<file path="src/rtl/smbus_rf_pkg.sv">
package smbus_rf_pkg;

  typedef enum logic [2:0] {
    M_IDLE, M_ADDR, M_CMD, M_COUNT, M_WDATA, M_RDATA, M_HOLD
  } busMode_t;

  // strobes from control to datapath
  typedef struct packed {
    logic shiftIn;
    logic setPtr;
    logic clrPtr;
    logic writeReg;
    logic loadTx;
    logic loadCount;
    logic shiftTx;
  } dpStrobe_t;

  function automatic logic [7:0] resetValue(input int idx);
    case (idx)
      0: resetValue = 8'hFF;
      1: resetValue = 8'hFE;
      2: resetValue = 8'hFF;
      3: resetValue = 8'h00;
      4: resetValue = 8'h07;
      5: resetValue = 8'h00;
      6: resetValue = 8'h18;
      7: resetValue = 8'h08;
      8: resetValue = 8'h40;
      9: resetValue = 8'h0E;
      default: resetValue = 8'h00;
    endcase
  endfunction

endpackage

</file>
<file path="src/rtl/smbus_rf_datapath.sv">
module smbus_rf_datapath
  import smbus_rf_pkg::*;
#(
  parameter int NUM_REGS = 10,
  parameter int STRAP_REG = 6,
  parameter int STRAP_W = 3,
  parameter int ID_REG = 7,
  parameter logic [7:0] ID_VALUE = 8'h08,
  parameter int SKIP_BIT = 5
) (
  input  logic               clk,
  input  logic               rstN,
  input  logic               sdaBit,
  input  dpStrobe_t          stb,
  input  logic [STRAP_W-1:0] strapIn,
  output logic [7:0]         rxByte,
  output logic               txBit,
  output logic               skipCount,
  output logic [NUM_REGS*8-1:0] cfgBytes
);
  localparam int PTR_W = 7;
  localparam logic [PTR_W-1:0] PTR_MAX = {PTR_W{1'b1}};
  localparam logic [7:0] STRAP_MASK = 8'hFF << STRAP_W;

  logic [PTR_W-1:0] ptr;
  logic [7:0] txShift;
  logic [7:0] readByte;
  logic [NUM_REGS*8-1:0] storeFlat;

  for (genvar gi = 0; gi < NUM_REGS; gi++) begin : g_reg
    localparam logic [7:0] WMASK = (gi == ID_REG) ? 8'h00 :
                                   (gi == STRAP_REG) ? STRAP_MASK : 8'hFF;
    logic [7:0] store;
    always_ff @(posedge clk) begin
      if (!rstN) store <= resetValue(gi);
      else if (stb.writeReg && ptr == PTR_W'(gi))
        store <= (store & ~WMASK) | (rxByte & WMASK);
    end
    assign storeFlat[gi*8 +: 8] = store;
    if (gi == ID_REG) begin : g_id
      assign cfgBytes[gi*8 +: 8] = ID_VALUE;
    end else if (gi == STRAP_REG) begin : g_strap
      assign cfgBytes[gi*8 +: 8] = {store[7:STRAP_W], strapIn};
    end else begin : g_plain
      assign cfgBytes[gi*8 +: 8] = store;
    end
  end

  always_comb begin
    readByte = 8'h00;
    for (int k = 0; k < NUM_REGS; k++)
      if (ptr == PTR_W'(k)) readByte = cfgBytes[k*8 +: 8];
  end

  assign skipCount = cfgBytes[STRAP_REG*8 + SKIP_BIT];
  assign txBit = txShift[7];

  always_ff @(posedge clk) begin
    if (!rstN) begin
      ptr <= '0;
      rxByte <= '0;
      txShift <= '0;
    end else begin
      if (stb.shiftIn) rxByte <= {rxByte[6:0], sdaBit};
      if (stb.setPtr) ptr <= rxByte[PTR_W-1:0];
      else if (stb.clrPtr) ptr <= '0;
      else if ((stb.writeReg || stb.loadTx) && ptr != PTR_MAX) ptr <= ptr + 1'b1;
      if (stb.loadCount) txShift <= 8'(NUM_REGS);
      else if (stb.loadTx) txShift <= readByte;
      else if (stb.shiftTx) txShift <= {txShift[6:0], 1'b0};
    end
  end

  assert_block_ptr_zero_R3: assert property (@(posedge clk) disable iff (!rstN)
    stb.clrPtr |=> ptr == '0);
  assert_oob_write_R8: assert property (@(posedge clk) disable iff (!rstN)
    (stb.writeReg && int'(ptr) >= NUM_REGS) |=> $stable(storeFlat));
  assert_strap_protect_R7: assert property (@(posedge clk) disable iff (!rstN)
    (stb.writeReg && ptr == PTR_W'(STRAP_REG)) |=>
      storeFlat[STRAP_REG*8 +: STRAP_W] == $past(storeFlat[STRAP_REG*8 +: STRAP_W]));

endmodule

</file>
<file path="src/rtl/smbus_rf_ctrl.sv">
module smbus_rf_ctrl
  import smbus_rf_pkg::*;
#(
  parameter logic [6:0] SLAVE_ADDR = 7'h69
) (
  input  logic      clk,
  input  logic      rstN,
  input  logic      sclIn,
  input  logic      sdaIn,
  input  logic [7:0] rxByte,
  input  logic      txBit,
  input  logic      skipCount,
  output logic      sdaBit,
  output dpStrobe_t stb,
  output logic      sdaDriveLow
);
  logic [2:0] sclQ, sdaQ;
  logic sclLvl, sclPrev, sdaLvl, sdaPrev;
  logic riseEv, fallEv, startEv, stopEv, busEvt;

  busMode_t mode, modeN, afterMode, afterModeN;
  logic [3:0] bitCnt, bitCntN;
  logic ackDrive, ackDriveN, txDrive, txDriveN;
  logic blockOp, blockOpN, countPend, countPendN;

  always_ff @(posedge clk) begin
    if (!rstN) begin
      sclQ <= '1;
      sdaQ <= '1;
    end else begin
      sclQ <= {sclQ[1:0], sclIn};
      sdaQ <= {sdaQ[1:0], sdaIn};
    end
  end

  assign sclLvl  = sclQ[1];
  assign sclPrev = sclQ[2];
  assign sdaLvl  = sdaQ[1];
  assign sdaPrev = sdaQ[2];
  assign riseEv  = sclLvl & ~sclPrev;
  assign fallEv  = ~sclLvl & sclPrev;
  assign startEv = sclLvl & sclPrev & sdaPrev & ~sdaLvl;
  assign stopEv  = sclLvl & sclPrev & ~sdaPrev & sdaLvl;
  assign busEvt  = startEv | stopEv;
  assign sdaBit  = sdaLvl;

  always_comb begin
    modeN = mode; afterModeN = afterMode; bitCntN = bitCnt;
    ackDriveN = ackDrive; txDriveN = txDrive;
    blockOpN = blockOp; countPendN = countPend;
    stb = '0;
    if (startEv) begin
      modeN = M_ADDR; bitCntN = '0; ackDriveN = 1'b0; txDriveN = 1'b0;
    end else if (stopEv) begin
      modeN = M_IDLE; bitCntN = '0; ackDriveN = 1'b0; txDriveN = 1'b0;
    end else if (riseEv) begin
      case (mode)
        M_ADDR, M_CMD, M_COUNT, M_WDATA:
          if (bitCnt < 4'd8) begin
            stb.shiftIn = 1'b1;
            bitCntN = bitCnt + 1'b1;
          end
        M_RDATA:
          if (bitCnt < 4'd8) bitCntN = bitCnt + 1'b1;
          else if (bitCnt == 4'd8) begin
            if (sdaLvl) begin
              modeN = M_HOLD; txDriveN = 1'b0;
            end else bitCntN = 4'd9;
          end
        default: ;
      endcase
    end else if (fallEv) begin
      if (mode == M_RDATA) begin
        if (bitCnt == 4'd8) txDriveN = 1'b0;
        else if (bitCnt == 4'd9) begin
          stb.loadTx = 1'b1; txDriveN = 1'b1; bitCntN = '0;
        end else if (bitCnt != 4'd0) stb.shiftTx = 1'b1;
      end else if (mode != M_IDLE && mode != M_HOLD && bitCnt == 4'd8) begin
        if (!ackDrive) begin
          ackDriveN = 1'b1;
          case (mode)
            M_ADDR:
              if (rxByte[7:1] == SLAVE_ADDR)
                afterModeN = rxByte[0] ? M_RDATA : M_CMD;
              else begin
                ackDriveN = 1'b0; modeN = M_HOLD;
              end
            M_CMD:
              if (rxByte[7]) begin
                stb.setPtr = 1'b1; blockOpN = 1'b0; afterModeN = M_WDATA;
              end else begin
                stb.clrPtr = 1'b1; blockOpN = 1'b1; countPendN = 1'b1;
                afterModeN = skipCount ? M_WDATA : M_COUNT;
              end
            M_COUNT: afterModeN = M_WDATA;
            default: stb.writeReg = 1'b1;
          endcase
        end else begin
          ackDriveN = 1'b0; bitCntN = '0; modeN = afterMode;
          if (afterMode == M_RDATA) begin
            txDriveN = 1'b1;
            if (blockOp && countPend) begin
              stb.loadCount = 1'b1; countPendN = 1'b0;
            end else stb.loadTx = 1'b1;
          end
        end
      end
    end
  end

  always_ff @(posedge clk) begin
    if (!rstN) begin
      mode <= M_IDLE; afterMode <= M_IDLE; bitCnt <= '0;
      ackDrive <= 1'b0; txDrive <= 1'b0; blockOp <= 1'b0; countPend <= 1'b0;
    end else begin
      mode <= modeN; afterMode <= afterModeN; bitCnt <= bitCntN;
      ackDrive <= ackDriveN; txDrive <= txDriveN;
      blockOp <= blockOpN; countPend <= countPendN;
    end
  end

  assign sdaDriveLow = ackDrive | (txDrive & ~txBit);

  assert_drive_scl_low_R11: assert property (@(posedge clk) disable iff (!rstN)
    (!$stable(sdaDriveLow) && !$past(busEvt)) |-> !sclLvl);
  assert_foreign_nack_R1: assert property (@(posedge clk) disable iff (!rstN)
    (fallEv && !busEvt && mode == M_ADDR && bitCnt == 4'd8 && !ackDrive &&
     rxByte[7:1] != SLAVE_ADDR) |=> (!ackDrive && mode == M_HOLD));
  assert_stop_idle_R9: assert property (@(posedge clk) disable iff (!rstN)
    stopEv |=> (mode == M_IDLE && !sdaDriveLow));

endmodule

</file>
<file path="src/rtl/smbus_regfile.sv">
module smbus_regfile
  import smbus_rf_pkg::*;
#(
  parameter int NUM_REGS = 10,
  parameter logic [6:0] SLAVE_ADDR = 7'h69,
  parameter int STRAP_REG = 6,
  parameter int STRAP_W = 3,
  parameter int ID_REG = 7,
  parameter logic [7:0] ID_VALUE = 8'h08,
  parameter int SKIP_BIT = 5
) (
  input  logic clk,
  input  logic rstN,
  input  logic sclIn,
  input  logic sdaIn,
  output logic sdaDriveLow,
  input  logic [STRAP_W-1:0] strapIn,
  output logic [NUM_REGS*8-1:0] cfgBytes
);
  dpStrobe_t stb;
  logic sdaBit, txBit, skipCount;
  logic [7:0] rxByte;

  smbus_rf_ctrl #(.SLAVE_ADDR(SLAVE_ADDR)) u_ctrl (
    .clk(clk), .rstN(rstN), .sclIn(sclIn), .sdaIn(sdaIn),
    .rxByte(rxByte), .txBit(txBit), .skipCount(skipCount),
    .sdaBit(sdaBit), .stb(stb), .sdaDriveLow(sdaDriveLow)
  );

  smbus_rf_datapath #(
    .NUM_REGS(NUM_REGS), .STRAP_REG(STRAP_REG), .STRAP_W(STRAP_W),
    .ID_REG(ID_REG), .ID_VALUE(ID_VALUE), .SKIP_BIT(SKIP_BIT)
  ) u_dp (
    .clk(clk), .rstN(rstN), .sdaBit(sdaBit), .stb(stb), .strapIn(strapIn),
    .rxByte(rxByte), .txBit(txBit), .skipCount(skipCount), .cfgBytes(cfgBytes)
  );

endmodule

</file>
<file path="config.mk">
export PLATFORM = sky130hd
export DESIGN_NAME = smbus_regfile
export DESIGN_NICKNAME = d
export VERILOG_FILES = /design/src/rtl/smbus_rf_pkg.sv /design/src/rtl/smbus_rf_datapath.sv /design/src/rtl/smbus_rf_ctrl.sv /design/src/rtl/smbus_regfile.sv
export SDC_FILE = /design/constraint.sdc
export NUM_CORES = 1
export LEC_CHECK = 0
export ABC_AREA = 1
export ABC_CLOCK_PERIOD_IN_PS = 3910
export BUFFER_PORTS_ARGS = -buffer_cell sky130_fd_sc_hd__buf_2
export CORE_ASPECT_RATIO = 1.1
export CORE_MARGIN = 2
export CORE_UTILIZATION = 39
export CTS_CLUSTER_SIZE = 40
export DETAILED_ROUTE_END_ITERATION = 8
export PLACE_DENSITY = 0.69
export RECOVER_POWER = 50
export SETUP_SLACK_MARGIN = 0.2
export SYNTH_ARGS = -nofsm -noshare
export SYNTH_HDL_FRONTEND = slang
export SYNTH_SLANG_ARGS = --single-unit
</file>
<file path="constraint.sdc">
create_clock -name clk -period 3.91 [get_ports clk]
set_input_delay 0.782 -clock clk [delete_from_list [all_inputs] [get_ports clk]]
set_output_delay 0.782 -clock clk [all_outputs]
set_load 0.005 [all_outputs]
</file>
==> out/qor.csv <==
metric;value;unit
insertion delay to the later sink of the worst-skew pair;0.36;ns
via-per-instance ratio;5.21;
top cells by count, synth;nand2_1, dfxtp_1, a21oi_1, inv_1, nand3_1;
synth unique cells;48;
drt pass-1 iters;7;
Post-Syn Area;0.00594;mm2
Fin Clk Skew;0.0131;ns
vias in the first global route;5238;
Max VDD drop;0.258;mV
vias;5637;
share of cells above drive strength 1;13.7;%
Die Y;133;um
Synth top area share;37.8;%
die extent in x;122;um
Starting Density;39.6;%
gr usage total;20.4;%
Avg Cell Area, Syn;7.14;um2
PD cells;332;mW/mm2
crit-path max FO;13;
Detail Route Antenna Nets;0;
startpoint types;flop;
worst rel slew slack;1.60;%
ys async rst share;0;%
clock root buffer;clkbuf_16;
CTS tree;built;
CTS buffer count;9;
Synth area leaders;dfxtp_1, nand2_1, a21oi_1;
Fin Hold WS;0.413;ns
Hold Fails Final Rpt;0;
ys flop type;dfxtp_1;
crit end category;flop;
FF-to-FF Start;u_dp.ptr[5];
dpl hpwl;11.7;mm
endpoints failing setup;0;
post-place setup slack;1.37;ns
Final Worst Setup Slack;1.28;ns
IO buf count;79;
required time worst endpoint;4.08;ns
CTS clk-pin slew, worst paths;0.08;ns
Slew @ Worst Pin;1.48;ns
area delta synth->final;10.6;%
Max Cap Viol;0;
Initial DRC Count;668;
synth warn;0;
min cycle time layout;2.63;ns
Post-Syn Instances;831;
Std-Cell Core Area;0.0150;mm2
num rows;47;
nets;898;
top-count cell post-synth;nand2_1;
RePlAce Congestion;0.938;
largest net degree at the start of global routing;78;
CTS resizes;0;
Die ar.;0.0162;mm2
first-pass GRT wire length;26.3;mm
Slew Limit Fails;0;
RSZ-0062 raised after global routing;false;
H-tree levels;3;
Tcrit/Tclk final;67.1;%
antenna violations before repair;0;
num ports;88;
CP startpoint;u_dp.ptr[5];
Hold-fix buffers, CTS;0;
FMAX;0.381;GHz
post-synthesis sequential area ratio;37.8;%
routed len/inst;15.2;um
grt total ovfl;0;
Diodes inserted;0;
setup tns final;0;ns
status;completed;
DRC viols;0;
type of the worst setup path;flop to flop;
wirelength, routed;16.4;mm
flops & latches, synth;112;
worst min path class;flop to flop;
Hold Path Origin;u_ctrl.sdaQ[0];
Max clock buf depth;2;
critical path arrival;2.80;ns
Post-synth EDFFs;0;
total clock sinks;112;
postcts setup bufs;0;
Leakage;2.86;nW
Synth area leader;dfxtp_1;
[critical path, cell delays in order, from the launching register on]
cell and delay, ns:
dfxtp_1 0.35, nor2_1 0.12, nand2_2 0.16, nor2_1 0.56, inv_1 0.26, nor2_1 0.60, inv_1 0.19, nand2_1 0.11
o211ai_1 0.09
[cells by family (layout without fill, tap and decap cells)]
logic type,after synthesis,in the layout,synth area share (%)
compound gates,202,202,20.1
xor+xnor,5,5,0.738
flops,112,112,37.8
buf+inv,153,201,11.5
other cells,2,8,0.127
simple gates,343,343,26.9
mux,3,3,0.569
fa+ha+maj,11,11,2.32
[power breakdown]
group	switching, mW	internal (mW)
combinational	0.0747	0.0275
clock	0.455	0.464
sequential	0.0119	1.15
total	0.542	1.64
[layer usage]
metal / vias to the layer above / wire length (um) / GRT usage (%)
li1: 2813 / - / -
met1: 2556 / 7010 / 26.0
met2: 209 / 7630 / 33.2
met3: 59 / 992 / 2.91
met4: 0 / 765 / 10.8
met5: - / 0 / 0
[flip-flops by register name (all words and copies together), names as in the netlist]
| signal | cells |
|---|---|
| u_ctrl.countPend | 1 |
| u_dp.rxByte | 8 |
| u_ctrl.mode | 3 |
| u_ctrl.blockOp | 1 |
| u_ctrl.sdaQ | 3 |
| u_dp.txShift | 8 |
| u_ctrl.txDrive | 1 |
| u_dp.g.store | 69 |
| u_ctrl.afterMode | 3 |
| u_ctrl.ackDrive | 1 |
| u_ctrl.sclQ | 3 |
| u_dp.ptr | 7 |
| u_ctrl.bitCnt | 4 |
[layout by cell type, fill, tap and decap left out, drive strengths merged]
cell        n
nand2     198
dfxtp     112
inv       106
a21oi      99
nor2       58
nand3      57
o21ai      55
buf        47
clkbuf     45
o211ai     32
nor3       12
ha         11
conb        8
nand4       8
or2         5
o22ai       5
a211oi      4
xor2        4
nor4        4
mux2        3
clkinv      2
a31oi       2
o31ai       1
nor3b       1
o221a       1
o211a       1
o2111ai     1
a311oi      1
xnor2       1
clkinvlp    1
[final cells by class]
cell class	instances	area [um2]
clock buffer	11	243
clock inverter	5	50.0
fill	1582	8430
inverter	104	390
multi-input combinational	572	3030
sequential	112	2240
tap	196	245
timing repair buffer	81	365
[through the flow]
stage | power [mW] | instances | util [%] | area, um2
floorplan | 1.26 | 837 | - | 5960
finish | 2.18 | 1081 | 43.8 | 6570
detailed placement | 1.29 | 1065 | 42.2 | 6320
CTS | 2.19 | 1081 | 44.1 | 6620
global placement | 1.29 | 1065 | 42.2 | 6320
global route | 2.24 | 1081 | 43.8 | 6570
[worst paths after layout]
kind | depth (start not counted) | endpoint | slack, ns
worst min register to register | 1 | u_ctrl.sdaQ[1] | 0.41
worst max-delay path | 8 | u_dp.g_reg[2].store[2] | 1.28
worst min-delay path | 1 | u_ctrl.sdaQ[1] | 0.41
worst max register to register | 8 | u_dp.g_reg[2].store[2] | 1.28
No activity file was read; power rests on OpenSTA's default activity.
